$ cat src/rtl/cpu16_pkg.sv
`timescale 1ns/1ps
package cpu16_pkg;

  typedef enum logic [1:0] {ALU_AND, ALU_ADD, ALU_INC, ALU_DEC} alu_op_e;

  // register selectors resolved to indices in the top
  typedef enum logic [2:0] {RS_PC, RS_TMP, RS_RI, RS_RJ, RS_RK} rsrc_e;

  typedef enum logic [2:0] {
    ST_F0, ST_F1, ST_F2, ST_F3, ST_ADD, ST_BZ, ST_BR
  } ustate_e;

  // how the next microstep is chosen
  typedef enum logic [1:0] {NX_GO, NX_STALL, NX_DISP, NX_ZTEST} nxt_e;

  typedef struct packed {
    alu_op_e alu;
    rsrc_e   a_src;
    rsrc_e   b_src;
    logic    cin;
    logic    we;
    rsrc_e   w_src;
    logic    w_imm;
    logic    mar_ld;
    logic    rd;
    logic    ir_lo;
    logic    ir_hi;
    nxt_e    nxt;
    ustate_e next;
  } uword_t;

  localparam logic [5:0] OPC_ADD = 6'd1;
  localparam logic [5:0] OPC_BZ  = 6'd3;

  function automatic uword_t ucode(ustate_e s);
    uword_t u;
    u = '0;
    u.alu = ALU_AND;
    u.a_src = RS_PC;
    u.b_src = RS_PC;
    u.w_src = RS_PC;
    u.nxt = NX_GO;
    u.next = ST_F0;
    case (s)
      ST_F0, ST_F2: begin
        // copy PC to scratch and to the address register
        u.alu = ALU_AND;
        u.we = 1'b1;
        u.w_src = RS_TMP;
        u.mar_ld = 1'b1;
        u.next = (s == ST_F0) ? ST_F1 : ST_F3;
      end
      ST_F1, ST_F3: begin
        // PC <= scratch + 1, read the byte
        u.alu = ALU_INC;
        u.a_src = RS_TMP;
        u.cin = 1'b1;
        u.we = 1'b1;
        u.w_src = RS_PC;
        u.rd = 1'b1;
        u.ir_lo = (s == ST_F1);
        u.ir_hi = (s == ST_F3);
        u.nxt = (s == ST_F1) ? NX_STALL : NX_DISP;
        u.next = ST_F2;
      end
      ST_ADD: begin
        u.alu = ALU_ADD;
        u.a_src = RS_RJ;
        u.b_src = RS_RK;
        u.we = 1'b1;
        u.w_src = RS_RI;
      end
      ST_BZ: begin
        // decrement for carry; stage offset in scratch
        u.alu = ALU_DEC;
        u.a_src = RS_RI;
        u.we = 1'b1;
        u.w_src = RS_TMP;
        u.w_imm = 1'b1;
        u.nxt = NX_ZTEST;
      end
      ST_BR: begin
        u.alu = ALU_ADD;
        u.a_src = RS_PC;
        u.b_src = RS_TMP;
        u.we = 1'b1;
        u.w_src = RS_PC;
      end
      default: u.next = ST_F0;
    endcase
    return u;
  endfunction

endpackage

$ cat src/rtl/cpu16_alu.sv
`timescale 1ns/1ps
module cpu16_alu
  import cpu16_pkg::*;
#(
  parameter int DW = 16
) (
  input  alu_op_e       op,
  input  logic [DW-1:0] a,
  input  logic [DW-1:0] b,
  input  logic          cin,
  output logic [DW-1:0] y,
  output logic          cout
);

  logic [DW:0] sum;

  always_comb begin
    unique case (op)
      ALU_AND: sum = {1'b0, a & b};
      ALU_ADD: sum = {1'b0, a} + {1'b0, b} + {{DW{1'b0}}, cin};
      ALU_INC: sum = {1'b0, a} + {{DW{1'b0}}, cin};
      ALU_DEC: sum = {1'b0, a} + {1'b0, {DW{1'b1}}};
      default: sum = '0;
    endcase
  end

  assign y    = sum[DW-1:0];
  assign cout = sum[DW];

  // adding all ones carries exactly when the operand is nonzero
  always_comb begin
    if (op == ALU_DEC) begin
      p_dec_carry_r6: assert (cout == (a != '0))
        else $error("decrement carry does not match operand zero test");
    end
  end

endmodule

$ cat src/rtl/cpu16_regfile.sv
`timescale 1ns/1ps
module cpu16_regfile #(
  parameter int DW   = 16,
  parameter int NREG = 8,
  parameter logic [NREG*DW-1:0] REG_INIT = '0,
  localparam int RW = $clog2(NREG)
) (
  input  logic          clk,
  input  logic          rst,
  input  logic [RW-1:0] ra_idx,
  input  logic [RW-1:0] rb_idx,
  output logic [DW-1:0] ra,
  output logic [DW-1:0] rb,
  input  logic          we,
  input  logic [RW-1:0] w_idx,
  input  logic [DW-1:0] wd
);

  logic [DW-1:0] regs [NREG];

  always_ff @(posedge clk) begin
    if (rst) begin
      for (int i = 0; i < NREG; i++) begin
        // the top register is the program counter and starts at zero
        regs[i] <= (i == NREG - 1) ? '0 : REG_INIT[i*DW +: DW];
      end
    end else if (we) begin
      regs[w_idx] <= wd;
    end
  end

  assign ra = regs[ra_idx];
  assign rb = regs[rb_idx];

endmodule

$ cat src/rtl/cpu16_useq.sv
`timescale 1ns/1ps
module cpu16_useq
  import cpu16_pkg::*;
(
  input  logic       clk,
  input  logic       rst,
  input  logic       mem_wait,
  input  logic [5:0] opcode,
  input  logic       alu_cout,
  output ustate_e    state,
  output uword_t     uw
);

  ustate_e nxt;

  function automatic ustate_e dispatch(logic [5:0] op);
    ustate_e d;
    case (op)
      OPC_ADD: d = ST_ADD;
      OPC_BZ:  d = ST_BZ;
      default: d = ST_F0;
    endcase
    return d;
  endfunction

  assign uw = ucode(state);

  always_comb begin
    nxt = uw.next;
    unique case (uw.nxt)
      NX_GO:    nxt = uw.next;
      NX_STALL: nxt = mem_wait ? state : uw.next;
      NX_DISP:  nxt = mem_wait ? state : dispatch(opcode);
      NX_ZTEST: nxt = alu_cout ? ST_F0 : ST_BR;
      default:  nxt = ST_F0;
    endcase
  end

  always_ff @(posedge clk) begin
    if (rst) state <= ST_F0;
    else     state <= nxt;
  end

  // a read step repeats while memory is not ready
  p_stall_hold_r4: assert property (@(posedge clk) disable iff (rst)
    (uw.rd && mem_wait) |=> (state == $past(state)))
    else $error("read step left while wait was high");

  // unknown opcode goes straight back to fetch
  p_undef_return_r8: assert property (@(posedge clk) disable iff (rst)
    (state == ST_F3 && !mem_wait && opcode != OPC_ADD && opcode != OPC_BZ)
      |=> (state == ST_F0))
    else $error("undefined opcode did not return to fetch");

  // zero operand (no carry) leads to the branch step
  p_taken_r7: assert property (@(posedge clk) disable iff (rst)
    (state == ST_BZ && !alu_cout) |=> (state == ST_BR))
    else $error("zero operand did not take the branch");

endmodule

$ cat src/rtl/ucode_cpu16.sv
`timescale 1ns/1ps
module ucode_cpu16
  import cpu16_pkg::*;
#(
  parameter int DW   = 16,
  parameter int BW   = 8,
  parameter int NREG = 8,
  parameter logic [NREG*DW-1:0] REG_INIT = '0
) (
  input  logic          clk,
  input  logic          rst,
  output logic [DW-1:0] mem_addr,
  output logic          mem_rd,
  input  logic [BW-1:0] mem_rdata,
  input  logic          mem_wait
);

  localparam int RW    = $clog2(NREG);
  localparam int IW    = 2 * BW;
  localparam int IMM_W = 8;

  ustate_e       state;
  uword_t        uw;
  logic [IW-1:0] ir;
  logic [DW-1:0] mar;
  logic [DW-1:0] ra, rb, alu_y, wd, imm_sx;
  logic          alu_cout;
  logic [RW-1:0] ra_idx, rb_idx, w_idx;
  logic [1:0]    f_ri, f_rj, f_rk;

  assign f_ri   = ir[9:8];
  assign f_rj   = ir[7:6];
  assign f_rk   = ir[5:4];
  assign imm_sx = {{(DW-IMM_W){ir[IMM_W-1]}}, ir[IMM_W-1:0]};

  function automatic logic [RW-1:0] pick(rsrc_e s, logic [1:0] ri,
                                         logic [1:0] rj, logic [1:0] rk);
    logic [RW-1:0] r;
    case (s)
      RS_PC:   r = RW'(NREG - 1);
      RS_TMP:  r = RW'(NREG - 2);
      RS_RI:   r = RW'(ri);
      RS_RJ:   r = RW'(rj);
      RS_RK:   r = RW'(rk);
      default: r = RW'(NREG - 1);
    endcase
    return r;
  endfunction

  assign ra_idx = pick(uw.a_src, f_ri, f_rj, f_rk);
  assign rb_idx = pick(uw.b_src, f_ri, f_rj, f_rk);
  assign w_idx  = pick(uw.w_src, f_ri, f_rj, f_rk);
  assign wd     = uw.w_imm ? imm_sx : alu_y;

  cpu16_useq u_seq (
    .clk      (clk),
    .rst      (rst),
    .mem_wait (mem_wait),
    .opcode   (mem_rdata[BW-1 -: 6]),
    .alu_cout (alu_cout),
    .state    (state),
    .uw       (uw)
  );

  cpu16_regfile #(.DW(DW), .NREG(NREG), .REG_INIT(REG_INIT)) u_rf (
    .clk    (clk),
    .rst    (rst),
    .ra_idx (ra_idx),
    .rb_idx (rb_idx),
    .ra     (ra),
    .rb     (rb),
    .we     (uw.we),
    .w_idx  (w_idx),
    .wd     (wd)
  );

  cpu16_alu #(.DW(DW)) u_alu (
    .op   (uw.alu),
    .a    (ra),
    .b    (rb),
    .cin  (uw.cin),
    .y    (alu_y),
    .cout (alu_cout)
  );

  always_ff @(posedge clk) begin
    if (rst) begin
      mar <= '0;
      ir  <= '0;
    end else begin
      if (uw.mar_ld) mar <= alu_y;
      if (uw.ir_lo && !mem_wait) ir[BW-1:0]  <= mem_rdata;
      if (uw.ir_hi && !mem_wait) ir[IW-1:BW] <= mem_rdata;
    end
  end

  assign mem_addr = mar;
  assign mem_rd   = uw.rd;

  // a stalled read keeps strobe and address
  p_addr_hold_r4: assert property (@(posedge clk) disable iff (rst)
    (mem_rd && mem_wait) |=> (mem_rd && $stable(mem_addr)))
    else $error("stalled read changed strobe or address");

endmodule

$ cat config.mk
export PLATFORM = sky130hd
export DESIGN_NAME = ucode_cpu16
export DESIGN_NICKNAME = d
export VERILOG_FILES = /design/src/rtl/cpu16_pkg.sv /design/src/rtl/cpu16_alu.sv /design/src/rtl/cpu16_regfile.sv /design/src/rtl/cpu16_useq.sv /design/src/rtl/ucode_cpu16.sv
export SDC_FILE = /design/constraint.sdc
export NUM_CORES = 1
export LEC_CHECK = 0
export CAP_MARGIN = 20
export CELL_PAD_IN_SITES_DETAIL_PLACEMENT = 1
export CELL_PAD_IN_SITES_GLOBAL_PLACEMENT = 2
export CORE_UTILIZATION = 30
export DETAILED_ROUTE_END_ITERATION = 16
export DONT_BUFFER_PORTS = 1
export MAX_ROUTING_LAYER = met4
export PLACE_DENSITY = 0.64
export SYNTH_ARGS = -nofsm -noshare
export SYNTH_HDL_FRONTEND = slang
export SYNTH_HIERARCHICAL = 1
export SYNTH_SLANG_ARGS = --single-unit
$ cat constraint.sdc
create_clock -name clk -period 8.6 [get_ports clk]
set_input_delay 1.72 -clock clk [delete_from_list [all_inputs] [get_ports clk]]
set_output_delay 1.72 -clock clk [all_outputs]
set_load 0.01 [all_outputs]
==> metrics.txt <==
status=finished clean; wire per inst=24.8 um; Num CTS Buffers=17; fraction of layout cells with a size suffix above 1=15.3%; # IOs=28; Critical Path Source=u_seq/state[2]; Slew Viols, Final=0; RSZ-0062 raised after global routing=false; Syn Area/Cell=11.6 um^2; final setup vio count=0; Slew @ Worst Pin=0.947 ns; power density over the cells=199 nW/um^2; clock share of power=34.4%; worst hold path type=flop to flop; Overflow after GRT=0; slowest stage delay, CP=0.62 ns; initial antenna violation count=1; post-route ant nets=0; clk root buf=clkbuf_16; crit path launch type=flop; DP Wirelength=21.2 mm; Clock Latency Late Sink=0.43 ns; # DRC=0; CP max-delay cell=mux4_1; Die Ht=188 um; Flop pwr share=40.0%; Total GRT Usage=19.4%; first-pass GRT wire length=49.4 mm; Fin. Hold Viols=0; DR pass1 iterations=4; CP max FO=32; internal cell power=1.52 mW; Post-CTS Setup Inserts=0; Period minus WS final=6.35 ns; critical path required time=8.87 ns; die footprint=35400 um^2; CTS tree=done; die width=188 um; worst hold path depth=2; RePlAce Congestion=0.835; P_leak=4.09 nW; hold buffer count at CTS=0; total power=2.25 mW; IO buf count=0; crit path DAT=6.62 ns; DRT Wirelength=32.8 mm; Max clock buf depth=2; vias in the first global route=7774; Cells after Synth=898; Peak VDD IR=0.000110 V; Setup Crit Path Kind=flop to flop; clk_skew=0.0108 ns; MaxCap Viol Count=0; combinational fraction of design power=25.6%; CP Cell Sequence=nand2b_2, o21ai_0, nor3_1, nor4_4, buf_4, mux4_1, mux2_2, fa_1, inv_1, fa_1, nor2b_1, o211ai_1, nand3b_1, a31oi_1, xnor2_1, nand2_1, a22oi_1, inv_1, o21ai_1, clkinv_1, nor3_1; synthesis-to-layout area growth=9.02%; Vias=7410; top achievable clock speed=157 MHz; Reg2Reg Depth=21; clk slew on worst S/H paths=0.07 ns; mapped cell area=10400 um^2; Initial Util=30.8%; initial DRC count=445; reg-to-reg startpoint=u_seq/state[2]; H-Tree Level Count=4; largest net degree at the start of global routing=69; post-cts resize count=0; final critical-path share of the clock period=73.8%; Critical Path Sink Type=flop; number of core rows=67; Max-slew headroom=36.8%; hold path start=ir[2]; clock net sink count=157; Net Sw Frac=32.6%; synth warn=6; Final nets=892; Switch Pwr=0.733 mW; setup TNS=0 ns; Core ar.=33800 um^2; vias per cell=5.61
-- layer usage --
metal  vias up  routed length [um]  global-route usage (%)
li1       3403                   -                       -
met1      3834               15300                    24.9
met2       141               15900                    31.9
met3        32                1080                    2.98
met4         0                 476                    4.78
met5         -                   0                       -
-- state kept, by name (all words and copies together) (netlist names) --
register,flops
u_rf/regs,128
mem_addr,16
u_seq/state,3
ir,10
-- cell type report --
| class | instances | area (um^2) |
|---|---|---|
| clock inverters | 15 | 159 |
| diodes | 1 | 2.50 |
| fillers | 3634 | 22500 |
| well taps | 448 | 561 |
| flip-flops and latches | 157 | 4420 |
| repair buffers | 23 | 193 |
| inverters | 38 | 143 |
| clock buffers | 17 | 425 |
| multi-input cells | 622 | 5430 |
-- cells in the final DEF (no fill, tap or decap), drive strengths merged, types with 4 or more instances in the layout --
| cell | instances |
|---|---|
| mux4 | 65 |
| xor2 | 5 |
| o21ai | 29 |
| nor2b | 7 |
| dfxtp | 29 |
| or3 | 6 |
| clkbuf | 17 |
| mux2 | 41 |
| nor4 | 4 |
| xnor2 | 21 |
| nor3b | 6 |
| o21a | 6 |
| a21oi | 31 |
| o22ai | 4 |
| edfxtp | 128 |
| a21boi | 4 |
| nand3 | 11 |
| a311oi | 4 |
| a21o | 4 |
| ha | 20 |
| inv | 28 |
| nand2 | 33 |
| nand2b | 15 |
| nor2 | 56 |
| o21bai | 9 |
| clkinv | 23 |
| nand4 | 10 |
| nand3b | 4 |
| nor3 | 150 |
| buf | 23 |
| a31oi | 5 |
| mux2i | 30 |
| and2 | 4 |
-- worst max-delay path, delay by kind of cell (launching register included) --
kind	cells	cell delay, ns
and+or+nand+nor	7	1.14
DFF	1	0.53
AOI/OAI and AO/OA	5	1.68
adders and majority gates	2	0.67
xor gates and xnor gates	1	0.14
muxes	2	0.94
buffers and inverters	4	1.06
-- through the flow --
step	hold slack (ns)	area, um^2	setup slack, ns	utilization [%]	std cells
floorplan	0.454	10400	3.72	-	900
global placement	0.482	10700	2.41	31.7	1287
detailed placement	0.506	10700	2.31	31.7	1287
CTS	0.522	11300	2.27	33.5	1319
global route	0.552	11300	1.86	33.5	1321
finish	0.520	11300	2.25	33.5	1321
-- power groups by stage --
| stage | Combinational, mW | Clock [mW] | Sequential (mW) |
|---|---|---|---|
| floorplan | 0.422 | 0 | 0.903 |
| global placement | 0.567 | 0 | 0.914 |
| detailed placement | 0.570 | 0 | 0.917 |
| CTS | 0.574 | 0.787 | 0.901 |
| global route | 0.620 | 0.808 | 0.906 |
| finish | 0.576 | 0.774 | 0.901 |
-- final timing paths --
check                                       end  slack, ns
worst max-delay path            u_rf/regs[7][8]       2.25
worst min-delay path                      ir[2]       0.52
worst max register to register  u_rf/regs[7][8]       2.25
worst min register to register            ir[2]       0.52
Power figures use the tool's default switching activity.
